<file path="src/rtl/lsag_pkg.sv">
package lsag_pkg;
    localparam int OFS_FIELD_W = 12;
    localparam int SH_AMT_LSB  = 7;
    localparam int SH_KIND_LSB = 5;

    typedef enum logic [1:0] {
        SHK_LEFT   = 2'b00,
        SHK_RIGHT  = 2'b01,
        SHK_ARITH  = 2'b10,
        SHK_ROTATE = 2'b11
    } shift_kind_e;
endpackage

</file>
<file path="src/rtl/lsag_shifter.sv">
module lsag_shifter
    import lsag_pkg::*;
#(
    parameter int XLEN    = 32,
    parameter int SHAMT_W = $clog2(XLEN)
) (
    input  logic [XLEN-1:0]    val_i,
    input  shift_kind_e        kind_i,
    input  logic [SHAMT_W-1:0] amt_i,
    output logic [XLEN-1:0]    res_o
);
    logic [2*XLEN-1:0] doubled;
    logic [2*XLEN-1:0] rot_full;
    logic              amt_zero;

    assign doubled  = {val_i, val_i};
    assign rot_full = doubled >> amt_i;
    assign amt_zero = (amt_i == '0);

    always_comb begin
        res_o = val_i;
        unique case (kind_i)
            SHK_LEFT:   res_o = val_i << amt_i;
            SHK_RIGHT:  res_o = amt_zero ? '0 : (val_i >> amt_i);
            SHK_ARITH:  res_o = amt_zero ? {XLEN{val_i[XLEN-1]}}
                                         : XLEN'($signed(val_i) >>> amt_i);
            SHK_ROTATE: res_o = rot_full[XLEN-1:0];
            default:    res_o = val_i;
        endcase
    end
endmodule

</file>
<file path="src/rtl/lsag_offset.sv">
module lsag_offset
    import lsag_pkg::*;
#(
    parameter int XLEN    = 32,
    parameter int FIELD_W = OFS_FIELD_W,
    parameter int SHAMT_W = $clog2(XLEN)
) (
    input  logic               reg_off_i,
    input  logic [FIELD_W-1:0] field_i,
    input  logic [XLEN-1:0]    index_i,
    output logic [XLEN-1:0]    offset_o
);
    logic [XLEN-1:0]    shifted;
    logic [XLEN-1:0]    const_ofs;
    logic [SHAMT_W-1:0] amt;
    shift_kind_e        kind;

    assign amt       = field_i[SH_AMT_LSB +: SHAMT_W];
    assign kind      = shift_kind_e'(field_i[SH_KIND_LSB +: 2]);
    assign const_ofs = XLEN'(field_i);

    lsag_shifter #(.XLEN(XLEN), .SHAMT_W(SHAMT_W)) u_shift (
        .val_i  (index_i),
        .kind_i (kind),
        .amt_i  (amt),
        .res_o  (shifted)
    );

    assign offset_o = reg_off_i ? shifted : const_ofs;
endmodule

</file>
<file path="src/rtl/lsag_sum.sv">
module lsag_sum #(
    parameter int XLEN = 32
) (
    input  logic [XLEN-1:0] base_i,
    input  logic [XLEN-1:0] offset_i,
    input  logic            up_i,
    output logic [XLEN-1:0] sum_o
);
    assign sum_o = up_i ? (base_i + offset_i) : (base_i - offset_i);
endmodule

</file>
<file path="src/rtl/ls_addr_gen.sv">
module ls_addr_gen
    import lsag_pkg::*;
#(
    parameter int XLEN    = 32,
    parameter int FIELD_W = OFS_FIELD_W
) (
    input  logic               clk,
    input  logic               rst_n,
    input  logic               in_valid,
    input  logic               in_reg_off,
    input  logic               in_pre,
    input  logic               in_up,
    input  logic               in_wb,
    input  logic [FIELD_W-1:0] in_ofs_field,
    input  logic [XLEN-1:0]    in_base,
    input  logic [XLEN-1:0]    in_index,
    output logic               out_valid,
    output logic [XLEN-1:0]    out_addr,
    output logic [XLEN-1:0]    out_wb_data,
    output logic               out_wb_en
);
    localparam int SHAMT_W = $clog2(XLEN);

    typedef struct packed {
        logic            vld;
        logic [XLEN-1:0] addr;
        logic [XLEN-1:0] wbd;
        logic            wbe;
    } res_t;

    res_t            res_d, res_q;
    logic [XLEN-1:0] offset;
    logic [XLEN-1:0] moved;

    lsag_offset #(.XLEN(XLEN), .FIELD_W(FIELD_W), .SHAMT_W(SHAMT_W)) u_ofs (
        .reg_off_i (in_reg_off),
        .field_i   (in_ofs_field),
        .index_i   (in_index),
        .offset_o  (offset)
    );

    lsag_sum #(.XLEN(XLEN)) u_sum (
        .base_i   (in_base),
        .offset_i (offset),
        .up_i     (in_up),
        .sum_o    (moved)
    );

    // Next-state: pre-indexing sends the moved base out, post-indexing the original.
    always_comb begin
        res_d      = res_q;
        res_d.vld  = in_valid;
        if (in_valid) begin
            res_d.addr = in_pre ? moved : in_base;
            res_d.wbd  = moved;
            res_d.wbe  = in_pre ? in_wb : 1'b1;
        end else begin
            res_d.wbe  = 1'b0;
        end
    end

    always_ff @(posedge clk) begin
        if (!rst_n) res_q <= '0;
        else        res_q <= res_d;
    end

    assign out_valid   = res_q.vld;
    assign out_addr    = res_q.addr;
    assign out_wb_data = res_q.wbd;
    assign out_wb_en   = res_q.wbe;

    assert_valid_follows_R2: assert property (@(posedge clk) disable iff (!rst_n)
        in_valid |=> out_valid);
    assert_idle_follows_R2: assert property (@(posedge clk) disable iff (!rst_n)
        !in_valid |=> !out_valid);
    assert_pre_addr_matches_wb_R9: assert property (@(posedge clk) disable iff (!rst_n)
        (in_valid && in_pre) |=> (out_addr == out_wb_data));
    assert_pre_wb_en_R9: assert property (@(posedge clk) disable iff (!rst_n)
        (in_valid && in_pre) |=> (out_wb_en == $past(in_wb)));
    assert_post_addr_base_R10: assert property (@(posedge clk) disable iff (!rst_n)
        (in_valid && !in_pre) |=> (out_addr == $past(in_base)));
    assert_post_wb_forced_R10: assert property (@(posedge clk) disable iff (!rst_n)
        (in_valid && !in_pre) |=> out_wb_en);
endmodule

</file>
<file path="config.mk">
export PLATFORM = sky130hd
export DESIGN_NAME = ls_addr_gen
export DESIGN_NICKNAME = d
export VERILOG_FILES = /design/src/rtl/lsag_pkg.sv /design/src/rtl/lsag_shifter.sv /design/src/rtl/lsag_offset.sv /design/src/rtl/lsag_sum.sv /design/src/rtl/ls_addr_gen.sv
export SDC_FILE = /design/constraint.sdc
export NUM_CORES = 1
export LEC_CHECK = 0
export ABC_AREA = 1
export CAP_MARGIN = 25
export CORE_ASPECT_RATIO = 0.8
export CORE_MARGIN = 5
export CORE_UTILIZATION = 58
export CTS_BUF_LIST = sky130_fd_sc_hd__clkbuf_2
export DETAILED_ROUTE_END_ITERATION = 8
export HOLD_SLACK_MARGIN = 0.1
export PLACE_DENSITY_LB_ADDON = 0.08
export REMOVE_ABC_BUFFERS = 1
export SETUP_SLACK_MARGIN = 0.2
export SLEW_MARGIN = 25
export SYNTH_ARGS = -nofsm -noshare
export SYNTH_HDL_FRONTEND = slang
export SYNTH_SLANG_ARGS = --single-unit
</file>
<file path="constraint.sdc">
create_clock -name clk -period 7.4 [get_ports clk]
set_clock_uncertainty 0.2 [all_clocks]
set_input_delay 1.48 -clock clk [delete_from_list [all_inputs] [get_ports clk]]
set_output_delay 1.48 -clock clk [all_outputs]
set_load 0.05 [all_outputs]
</file>
After elaboration in Yosys (flattened, before gate mapping)

Cells that the tools add are included.

Bits in registers: 66
Bits of input ports: 83
Output and inout port bits: 66
Word-level logic and storage cells: 23

Add/subtract/negate cells: 2
Equality and inequality tests: 3
Shift operators: 4
Multiplexer cells: 7
Reductions and logical operators: 3

Operators by type and width:

| operator           | count |
|---|---|
| $mux 32            | 5 |
| $pmux 32 s4        | 1 |
| $shr 64x5->32      | 1 |
| $add 32x32->32     | 1 |
| $shl 32x5->32      | 1 |
| $shr 32x5->32      | 1 |
| $sshr 32x5->32     | 1 |
| $sub 32x32->32     | 1 |
| $logic_not 5->1    | 1 |
| $eq 2x2->1 const B | 2 |
| $eq 2x1->1 const B | 1 |
| $logic_not 2->1    | 1 |
| $reduce_and 2->1   | 1 |
| $mux 1             | 1 |

Longest topological paths before layout

Gate-level depths: netlist of the first run.

Depth after elaboration: 7
Mapped depth: 47
Gate-level depth less buffers: 45

By module

From an unflattened synthesis of the first run, not the netlist that was laid out.

Cells, all modules: 2120
Area, all modules: 10951.8 um2

Modules (own cells, without submodules):

| module       | instances | cells an instance | area each (um2) | seq. area each (um2) |
|---|---|---|---|---|
| lsag_shifter | 1         | 947               | 4456.8          | 0.0 |
| lsag_sum     | 1         | 672               | 3344.5          | 0.0 |
| ls_addr_gen  | 1         | 419               | 2816.5          | 1321.3 |
| lsag_offset  | 1         | 82                | 334.1           | 0.0 |

Worst setup path before layout of the first run

No wires, ideal clock.

Path type: input to register
From: in in_ofs_field[7]
To: reg res_q, in the netlist out_addr[30]
Library setup time: 70 ps
Arrival time: 5489 ps
Required time: 7130 ps
Path slack: 1640 ps
Stages on the path: 40
Path buffers: 3
Cell sequence: buf_6 -> inv_4 -> buf_6 -> buf_8 -> nand3_1 -> nand2_1 -> nand2_1 -> nand2_1 -> nand2_1 -> nand2_1 -> nand2_1 -> nand2_1 -> nand2_1 -> nand2_1 -> nand2_1 -> nand3_1 -> nand2_1 -> ha_1 -> [4 not listed] -> nand2_1 -> nor2_2 -> nand3_2 -> nor2_4 -> nor2_1 -> xnor2_1 -> ha_1 -> nand2_1 -> o21a_1 -> nor3_1 -> a2111oi_0 -> o211ai_1 -> nand2_1 -> o211ai_1 -> or2_2 -> nand3_1 -> o211ai_1 -> a21oi_1

Word-level cells in the longest chain between the ends: 7
Elaborated cells on any way between the ends: 13
Those cells by class: 2 x add/sub; 4 x shift; 6 x mux; 1 x reduce/logical

RTL lines:

| element                                          | line                                   | RTL |
|---|---|---|
| start, declared                                  | ls_addr_gen.sv:14                      | `input logic [FIELD_W-1:0] in_ofs_field,` |
| $sshr 32x5->32 (tied with other cells)           | lsag_shifter.sv:26                     | `: XLEN'($signed(val_i) >>> amt_i);` |
| $mux 32, on equally long branches                | lsag_shifter.sv:25, lsag_shifter.sv:24 |  |
| $pmux 32 s4                                      | lsag_shifter.sv:22                     | `unique case (kind_i)` |
| $mux 32 *                                        | lsag_offset.sv:29                      | `assign offset_o = reg_off_i ? shifted : const_ofs;` |
| $sub 32x32->32 or $add 32x32->32 (tied branches) | lsag_sum.sv:9                          | `assign sum_o = up_i ? (base_i + offset_i) : (base_i - offset_i);` |
| $mux 32 *                                        | lsag_sum.sv:9                          |  |
| $mux 32 *                                        | ls_addr_gen.sv:54                      | `res_d.addr = in_pre ? moved : in_base;` |
| end signal, assigned                             | ls_addr_gen.sv:64                      | `else res_q <= res_d;` |
| end, declared                                    | ls_addr_gen.sv:31                      | `res_t res_d, res_q;` |

Every way passes the cells marked *; elsewhere a longest branch is shown, timed or not.
A chain may end at the register's enable or synchronous reset.

Worst setup path in the final report of the first run

From: in in_ofs_field[5]
To: reg res_q, in the netlist out_addr[29]

Word-level cells in the longest chain between the ends: 6
Elaborated cells on any way between the ends: 10
Those cells by class: 2 x add/sub; 3 x eq/ne; 4 x mux; 1 x reduce/logical

RTL lines:

| element                                          | line |
|---|---|
| $eq 2x2->1 (tied with other cells)               | lsag_shifter.sv:22 |
| $pmux 32 s4                                      | lsag_shifter.sv:22 |
| $mux 32 *                                        | lsag_offset.sv:29 |
| $sub 32x32->32 or $add 32x32->32 (tied branches) | lsag_sum.sv:9 |
| $mux 32 *                                        | lsag_sum.sv:9 |
| $mux 32 *                                        | ls_addr_gen.sv:54 |

Marked as above.

==> impl_metrics.xml, run 1 <==
<?xml version="1.0" encoding="UTF-8"?>
<metrics>
  <group name="outcome">
    <metric name="outcome" unit="">finished clean</metric>
  </group>
  <group name="logic_synthesis">
    <metric name="synth_enable_flop_cells" unit="">0</metric>
    <metric name="synth_seq_area_share" unit="">0.129</metric>
    <metric name="netlist_top_cells_area" unit="">nand2_1, nand3_1, dfxtp_1</metric>
    <metric name="synth.top_cells.by_count" unit="">nand2_1, nand3_1, inv_1, nor2_1, o21ai_0</metric>
    <metric name="post-synth-top-area-cell" unit="">nand2_1</metric>
    <metric name="postSynthCellCount" unit="">1889</metric>
    <metric name="synth.ff_latch_count" unit="">66</metric>
    <metric name="ys_warn_count" unit="">0</metric>
    <metric name="synth_top_area_share" unit="">0.228</metric>
    <metric name="synth_flop_cell" unit="">dfxtp_1</metric>
    <metric name="netlist_area_before_placement" unit="um2">10300</metric>
    <metric name="ys_types" unit="">49</metric>
    <metric name="ys_async_sr_fraction" unit="">0</metric>
    <metric name="postSynthAreaPerCell" unit="um2">5.44</metric>
    <metric name="synth_most_common_cell" unit="">nand2_1</metric>
  </group>
  <group name="worst_setup_path">
    <metric name="setup.worst_path.start_class" unit="">primary input</metric>
    <metric name="regToRegEndpoint" unit="">out_wb_data[0]</metric>
    <metric name="critPathSlowestCell" unit="">clkdlybuf4s50_1</metric>
    <metric name="worst_path_most_repeated_cell" unit="">nand2_1</metric>
    <metric name="timing.rr.start" unit="">out_wb_data[0]</metric>
    <metric name="cp_data_arrival_time" unit="ns">6.90</metric>
    <metric name="worst_ep_required_time" unit="ns">7.68</metric>
    <metric name="timing.critical_path.to_type" unit="">flip-flop</metric>
    <metric name="critical_path_fanout_max" unit="">9</metric>
    <metric name="critical-path-max-stage-delay" unit="ns">0.53</metric>
    <metric name="worst-r2r-cell-count" unit="">2</metric>
    <metric name="r2r_slack" unit="ns">6.24</metric>
    <metric name="worst-setup-path-type" unit="">primary input to flip-flop</metric>
  </group>
  <group name="sta">
    <metric name="tightest_slew" unit="ns">0.810</metric>
    <metric name="fin_tns_setup" unit="ns">0</metric>
    <metric name="setup_viol" unit="">0</metric>
    <metric name="finalHoldViolCount" unit="">0</metric>
    <metric name="rsz_0062_raised_after_global_routing" unit="">false</metric>
    <metric name="post-route-min-period" unit="ns">6.62</metric>
    <metric name="max_freq" unit="MHz">151</metric>
    <metric name="slew_headroom" unit="">0.459</metric>
    <metric name="min_period_over_period" unit="">0.895</metric>
    <metric name="timing_max_transition_violations_final" unit="">0</metric>
  </group>
  <group name="min_path">
    <metric name="hold-path-endpoint" unit="">out_addr[14]</metric>
    <metric name="hold_path.class" unit="">flip-flop to flip-flop</metric>
    <metric name="whs_path_depth" unit="">2</metric>
    <metric name="hold_path.startpoint" unit="">out_addr[14]</metric>
  </group>
  <group name="pwr">
    <metric name="power.share.clock" unit="">0.155</metric>
    <metric name="net_switching" unit="uW">987</metric>
    <metric name="internal_power" unit="uW">944</metric>
    <metric name="total_leakage_power" unit="uW">0.00593</metric>
    <metric name="flop_pwr_share" unit="">0.219</metric>
    <metric name="power_density" unit="nW/um2">162</metric>
    <metric name="share_comb_of_total_power" unit="">0.626</metric>
    <metric name="power.switching_fraction" unit="">0.511</metric>
    <metric name="ir_drop" unit="V">0.000130</metric>
  </group>
  <group name="place">
    <metric name="routability_cong" unit="">1.14</metric>
    <metric name="placed_cells" unit="">2184</metric>
    <metric name="placement.io_buffers" unit="">148</metric>
    <metric name="dp_wirelength" unit="um">32100</metric>
  </group>
  <group name="cts">
    <metric name="number_of_cts_inserted_buffers" unit="">9</metric>
    <metric name="postCtsSetupRepairBufs" unit="">0</metric>
    <metric name="worstSkewPairLatency" unit="ns">0.53</metric>
    <metric name="clockBufferDepth" unit="">2</metric>
    <metric name="clk_pin_slew" unit="ns">0.19</metric>
    <metric name="htree_levels" unit="">3</metric>
    <metric name="cts_root_buf" unit="">clkbuf_2</metric>
    <metric name="cts-hold-fix-buffers" unit="">0</metric>
    <metric name="tritoncts" unit="">done</metric>
    <metric name="post_cts_resized" unit="">0</metric>
    <metric name="cts.sinks" unit="">66</metric>
  </group>
  <group name="global_routing">
    <metric name="grt_start_max_net_pins" unit="">81</metric>
    <metric name="grt_total_ovfl" unit="">0</metric>
    <metric name="overall_track_demand_over_capacity_in_global_routing" unit="">0.376</metric>
    <metric name="number_of_global_route_vias_before_repair" unit="">11970</metric>
    <metric name="grt_pass1_wl" unit="um">63100</metric>
    <metric name="grt_antenna_before_repair" unit="">1</metric>
  </group>
  <group name="cells_and_area">
    <metric name="fillers" unit="">1704</metric>
    <metric name="multi_input_area" unit="um2">7760</metric>
    <metric name="areaGrowthSynthToFinish" unit="%">15.9</metric>
    <metric name="nets" unit="">2087</metric>
    <metric name="post_layout_nonfiller_instances" unit="">2200</metric>
    <metric name="register_area" unit="um2">1320</metric>
    <metric name="share_of_post_route_cells_with_drive_strength_above_1" unit="">0.0597</metric>
    <metric name="antennaDiodeCount" unit="">0</metric>
  </group>
  <group name="run">
    <metric name="maxCapViolations" unit="">0</metric>
  </group>
  <group name="floorplanning">
    <metric name="placement_rows" unit="">43</metric>
    <metric name="initial_core_util" unit="">0.591</metric>
    <metric name="dieArea" unit="um2">20500</metric>
    <metric name="die_w" unit="um">159</metric>
    <metric name="boundaryPins" unit="">149</metric>
    <metric name="core" unit="um2">17400</metric>
    <metric name="dieHeight" unit="um">129</metric>
  </group>
  <group name="route">
    <metric name="avgViaCountPerCell" unit="">6.14</metric>
    <metric name="drc" unit="">0</metric>
    <metric name="drt_iter0_drc" unit="">2028</metric>
    <metric name="drt.antenna.violating_nets" unit="">0</metric>
    <metric name="drtPass1Iterations" unit="">6</metric>
    <metric name="totalWireLength" unit="um">40200</metric>
    <metric name="wl_per_cell" unit="um">18.3</metric>
    <metric name="detailroute.via_count" unit="">13500</metric>
  </group>
</metrics>
[worst max path at each step]
stage	from	endpoint	slack (ns)	depth (start not counted)
after floorplan	in_ofs_field[10]	out_addr[30]	0.67	30
after global placement	in_index[31]	out_addr[30]	0.50	28
after detailed placement	in_index[31]	out_addr[30]	0.39	28
after CTS	in_index[31]	out_addr[30]	0.97	28
after global routing	in_ofs_field[5]	out_addr[29]	0.37	36
final	in_ofs_field[5]	out_addr[29]	0.78	36
[routing by layer]
metal	vias up	wire, um	GRT usage
met3	87	6600	0.147
met2	923	15200	0.510
li1	6441	-	-
met4	2	881	0.0890
met1	6047	17500	0.553
met5	-	5	0
[cell families after synthesis]
logic type | count (synthesis) | share of synthesized area
compound gates | 353 | 0.199
xor+xnor | 45 | 0.0383
fa+ha+maj | 34 | 0.0421
buf+inv | 278 | 0.116
flops | 66 | 0.129
mux | 7 | 0.00682
simple gates | 1106 | 0.469
[power by group through the flow]
stage	Clock, uW	Combinational [uW]	Sequential [uW]
after floorplan	0	624	572
after global routing	320	1310	428
after detailed placement	0	1170	429
after CTS	301	1170	422
final	300	1210	423
after global placement	0	1150	428
[worst max-delay path, delay by kind of cell]
family | cells | cell delay [ns]
compound gates | 3 | 0.52
xor+xnor | 1 | 0.11
fa+ha+maj | 2 | 0.55
buf+inv | 5 | 0.99
simple gates | 25 | 3.23
[through the flow]
step	hold slack, ns	power [uW]	cell area, um2	utilization	setup slack [ns]
global placement	0.252	1580	11700	0.675	0.500
global route	0.307	2060	11900	0.686	0.370
detailed placement	0.257	1590	11800	0.676	0.393
finish	0.280	1930	11900	0.686	0.776
floorplan	0.497	1200	9710	-	0.669
CTS	0.280	1900	11900	0.686	0.974
[cell usage in the layout, fill, tap and decap left out, types with 3 or more instances in the layout]
| cell type | Yosys | layout |
|---|---|---|
| nand3_2 | 19 | 19 |
| nor2_1 | 117 | 117 |
| o21ai_1 | 23 | 23 |
| buf_2 | 32 | 6 |
| clkbuf_2 | 0 | 10 |
| o211ai_1 | 74 | 74 |
| or2_2 | 8 | 8 |
| nor4_1 | 3 | 3 |
| o31ai_1 | 4 | 4 |
| or2_1 | 4 | 4 |
| buf_12 | 0 | 4 |
| nand2_2 | 15 | 15 |
| nand4_1 | 23 | 23 |
| xor2_1 | 24 | 24 |
| dfxtp_1 | 66 | 66 |
| nand3b_1 | 4 | 4 |
| inv_2 | 6 | 7 |
| nand3_1 | 270 | 270 |
| inv_1 | 158 | 157 |
| ha_1 | 33 | 33 |
| a21boi_0 | 4 | 4 |
| clkdlybuf4s50_1 | 0 | 142 |
| bufinv_16 | 0 | 3 |
| xnor2_1 | 21 | 21 |
| a31oi_1 | 10 | 10 |
| buf_4 | 10 | 28 |
| o21ai_0 | 115 | 115 |
| nor2_2 | 4 | 4 |
| o21a_1 | 6 | 6 |
| mux2i_1 | 7 | 7 |
| nand2_1 | 625 | 625 |
| nor3_1 | 6 | 6 |
| a21oi_1 | 104 | 104 |
| o21bai_1 | 3 | 3 |
[sequential cells by signal, summed over array words and instances, names as in the netlist]
name	count
out_addr	32
out_wb_data	32
out_valid	1
out_wb_en	1
[final cells by class]
type / instances / share of cell area
sequential: 66 / 0.111
clock buffer: 10 / 0.00420
timing repair buffer: 181 / 0.147
multi-input combinational: 1545 / 0.651
clock inverter: 6 / 0.00966
inverter: 167 / 0.0528
tap: 225 / 0.0236
No activity file was read; power rests on OpenSTA's default activity.
==> run 2: changes to the inputs <==
--- a/config.mk
+++ b/config.mk
@@ -7,13 +7,13 @@
 export LEC_CHECK = 0
 export ABC_AREA = 1
 export CAP_MARGIN = 25
-export CORE_ASPECT_RATIO = 0.8
+export CORE_ASPECT_RATIO = 0.75
 export CORE_MARGIN = 5
 export CORE_UTILIZATION = 58
 export CTS_BUF_LIST = sky130_fd_sc_hd__clkbuf_2
 export DETAILED_ROUTE_END_ITERATION = 8
 export HOLD_SLACK_MARGIN = 0.1
-export PLACE_DENSITY_LB_ADDON = 0.08
+export PLACE_DENSITY = 0.84
 export REMOVE_ABC_BUFFERS = 1
 export SETUP_SLACK_MARGIN = 0.2
 export SLEW_MARGIN = 25
==> run 2 against run 1 <==
  * Via count up 0.66%
  * Hold slack better by 0.00072 ns
  * Utilization fell by 0.46 points
  * Worst setup slack better by 0.012 ns
  * Sequential power about the same
  * Fmax grew 0.18%
  * Clock power about the same
  * Non-clock buffer count shrank 3
  * Register-to-register slack improved by 0.20 ns
  * Global-route usage rose by 1.1 points
  * Count of clock-buffer cells in the layout is the same
  * Critical endpoint is now out_addr[23]
  * Largest power group unchanged
==> impl_metrics.xml, run 2 (synthesized netlist as in run 1, its figures left out) <==
<?xml version="1.0" encoding="UTF-8"?>
<metrics>
  <group name="worst_setup_path">
    <metric name="setup.worst_path.start_class" unit="">primary input</metric>
    <metric name="cp-startpoint" unit="">in_ofs_field[7]</metric>
    <metric name="timing.rr.start" unit="">out_wb_data[22]</metric>
    <metric name="worst_path_most_repeated_cell" unit="">nand2_1</metric>
    <metric name="r2r_slack" unit="ns">6.44</metric>
    <metric name="timing.critical_path.to_type" unit="">flip-flop</metric>
    <metric name="critical-path-max-stage-delay" unit="ns">0.43</metric>
    <metric name="cp_data_arrival_time" unit="ns">6.87</metric>
    <metric name="critPathBufInv" unit="">5</metric>
    <metric name="worst_ep_required_time" unit="ns">7.65</metric>
    <metric name="worst-setup-path-type" unit="">primary input to flip-flop</metric>
    <metric name="critical_path_fanout_max" unit="">48</metric>
    <metric name="worst_path_dominant_cell_family" unit="">simple AND/OR/NAND/NOR gates</metric>
    <metric name="critPathSlowestCell" unit="">inv_4</metric>
  </group>
  <group name="cells_and_area">
    <metric name="commonest_non_fill_non_tap_cells_in_the_layout" unit="">nand2_1, nand3_1, inv_1</metric>
    <metric name="areaGrowthSynthToFinish" unit="%">16.3</metric>
    <metric name="most_frequent_standard_cell_in_the_layout_excluding_fill_and_tap_cells" unit="">nand2_1</metric>
    <metric name="nets" unit="">2084</metric>
    <metric name="share_of_post_route_cells_with_drive_strength_above_1" unit="">0.0583</metric>
    <metric name="fillers" unit="">1707</metric>
    <metric name="multi_input_area" unit="um2">7760</metric>
    <metric name="register_area" unit="um2">1320</metric>
  </group>
  <group name="global_routing">
    <metric name="overall_track_demand_over_capacity_in_global_routing" unit="">0.387</metric>
    <metric name="grt_pass1_wl" unit="um">63400</metric>
    <metric name="grt_total_ovfl" unit="">0</metric>
    <metric name="grt_start_max_net_pins" unit="">82</metric>
    <metric name="grt_antenna_before_repair" unit="">2</metric>
    <metric name="number_of_global_route_vias_before_repair" unit="">11663</metric>
  </group>
  <group name="run">
    <metric name="maxCapViolations" unit="">0</metric>
  </group>
  <group name="floorplanning">
    <metric name="boundaryPins" unit="">149</metric>
    <metric name="dieArea" unit="um2">20500</metric>
    <metric name="dieHeight" unit="um">125</metric>
    <metric name="initial_core_util" unit="">0.586</metric>
    <metric name="placement_rows" unit="">42</metric>
    <metric name="die_w" unit="um">164</metric>
    <metric name="core" unit="um2">17600</metric>
  </group>
  <group name="cts">
    <metric name="worstSkewPairLatency" unit="ns">0.52</metric>
    <metric name="cts.sinks" unit="">66</metric>
    <metric name="clockBufferDepth" unit="">2</metric>
    <metric name="postCtsSetupRepairBufs" unit="">0</metric>
    <metric name="cts-hold-fix-buffers" unit="">0</metric>
    <metric name="post_cts_resized" unit="">0</metric>
    <metric name="cts_root_buf" unit="">clkbuf_2</metric>
    <metric name="clk_pin_slew" unit="ns">0.20</metric>
    <metric name="tritoncts" unit="">done</metric>
    <metric name="htree_levels" unit="">3</metric>
    <metric name="number_of_cts_inserted_buffers" unit="">9</metric>
  </group>
  <group name="pwr">
    <metric name="internal_power" unit="uW">947</metric>
    <metric name="share_comb_of_total_power" unit="">0.630</metric>
    <metric name="flop_pwr_share" unit="">0.218</metric>
    <metric name="power.switching_fraction" unit="">0.513</metric>
    <metric name="net_switching" unit="uW">995</metric>
    <metric name="power.total" unit="uW">1940</metric>
    <metric name="power_density" unit="nW/um2">162</metric>
    <metric name="ir_drop" unit="V">0.000143</metric>
    <metric name="power.share.clock" unit="">0.153</metric>
    <metric name="total_leakage_power" unit="uW">0.00593</metric>
  </group>
  <group name="route">
    <metric name="drc" unit="">0</metric>
    <metric name="avgViaCountPerCell" unit="">6.13</metric>
    <metric name="totalWireLength" unit="um">41400</metric>
    <metric name="drt.antenna.violating_nets" unit="">0</metric>
    <metric name="drtPass1Iterations" unit="">8</metric>
    <metric name="wl_per_cell" unit="um">18.7</metric>
    <metric name="detailroute.via_count" unit="">13589</metric>
    <metric name="drt_iter0_drc" unit="">2637</metric>
  </group>
  <group name="sta">
    <metric name="max_freq" unit="MHz">151</metric>
    <metric name="post-route-min-period" unit="ns">6.61</metric>
    <metric name="tightest_slew" unit="ns">0.957</metric>
    <metric name="min_period_over_period" unit="">0.894</metric>
    <metric name="setup_viol" unit="">0</metric>
    <metric name="slew_headroom" unit="">0.356</metric>
    <metric name="fin_tns_setup" unit="ns">0</metric>
    <metric name="timing_max_transition_violations_final" unit="">0</metric>
    <metric name="finalHoldViolCount" unit="">0</metric>
    <metric name="rsz_0062_raised_after_global_routing" unit="">false</metric>
  </group>
  <group name="place">
    <metric name="dp_wirelength" unit="um">32400</metric>
    <metric name="placement.io_buffers" unit="">148</metric>
    <metric name="routability_cong" unit="">1.13</metric>
  </group>
  <group name="min_path">
    <metric name="hold_path.class" unit="">flip-flop to flip-flop</metric>
    <metric name="hold_path.startpoint" unit="">out_addr[16]</metric>
  </group>
  <group name="outcome">
    <metric name="outcome" unit="">finished clean</metric>
  </group>
</metrics>
run 2: path summary, 6_finish.rpt:
check	endpoint	depth (start not counted)
worst max-delay path	out_addr[23]	41
worst min-delay path	out_addr[16]	2
worst max register to register	out_wb_data[22]	4
worst min register to register	out_addr[16]	2
run 2: layout make-up:
cell class              count  share of cell area
flip-flops and latches     66               0.111
inverters                 167              0.0526
well taps                 242              0.0253
multi-input cells        1545               0.649
clock buffers              10             0.00419
repair buffers            178               0.148
diodes                      1            0.000209
clock inverters             6             0.00963
run 2: metrics by stage:
stage	instance area [um2]	setup slack, ns	hold slack [ns]	util	cells
2_1_floorplan	9710	0.669	0.497	-	1778
3_3_place_gp	11800	0.560	0.252	0.671	2197
3_5_place_dp	11800	0.423	0.255	0.672	2198
4_1_cts	12000	0.997	0.281	0.681	2214
5_1_grt	12000	0.383	0.299	0.681	2215
6_report	12000	0.787	0.280	0.681	2215
run 2: layer usage:
| metal | part of all wire | GRT usage |
|---|---|---|
| met1 | 0.43 | 0.579 |
| met3 | 0.17 | 0.162 |
| met4 | 0.017 | 0.0587 |
| met5 | 0.00048 | 0.0120 |
| met2 | 0.38 | 0.520 |
run 2: power by group through the flow:
stage / combinational [uW] / sequential (uW) / clock [uW]
after floorplan: 624 / 572 / 0
after global placement: 1160 / 428 / 0
after detailed placement: 1170 / 429 / 0
after CTS: 1180 / 422 / 296
after global routing: 1320 / 428 / 314
final: 1220 / 423 / 297
run 2: worst register-to-register path, stage by stage (launching register included):
cell	delay [ns]
dfxtp_1	0.38
nor2_1	0.04
nor2_1	0.13
o21ai_0	0.11
inv_1	0.07
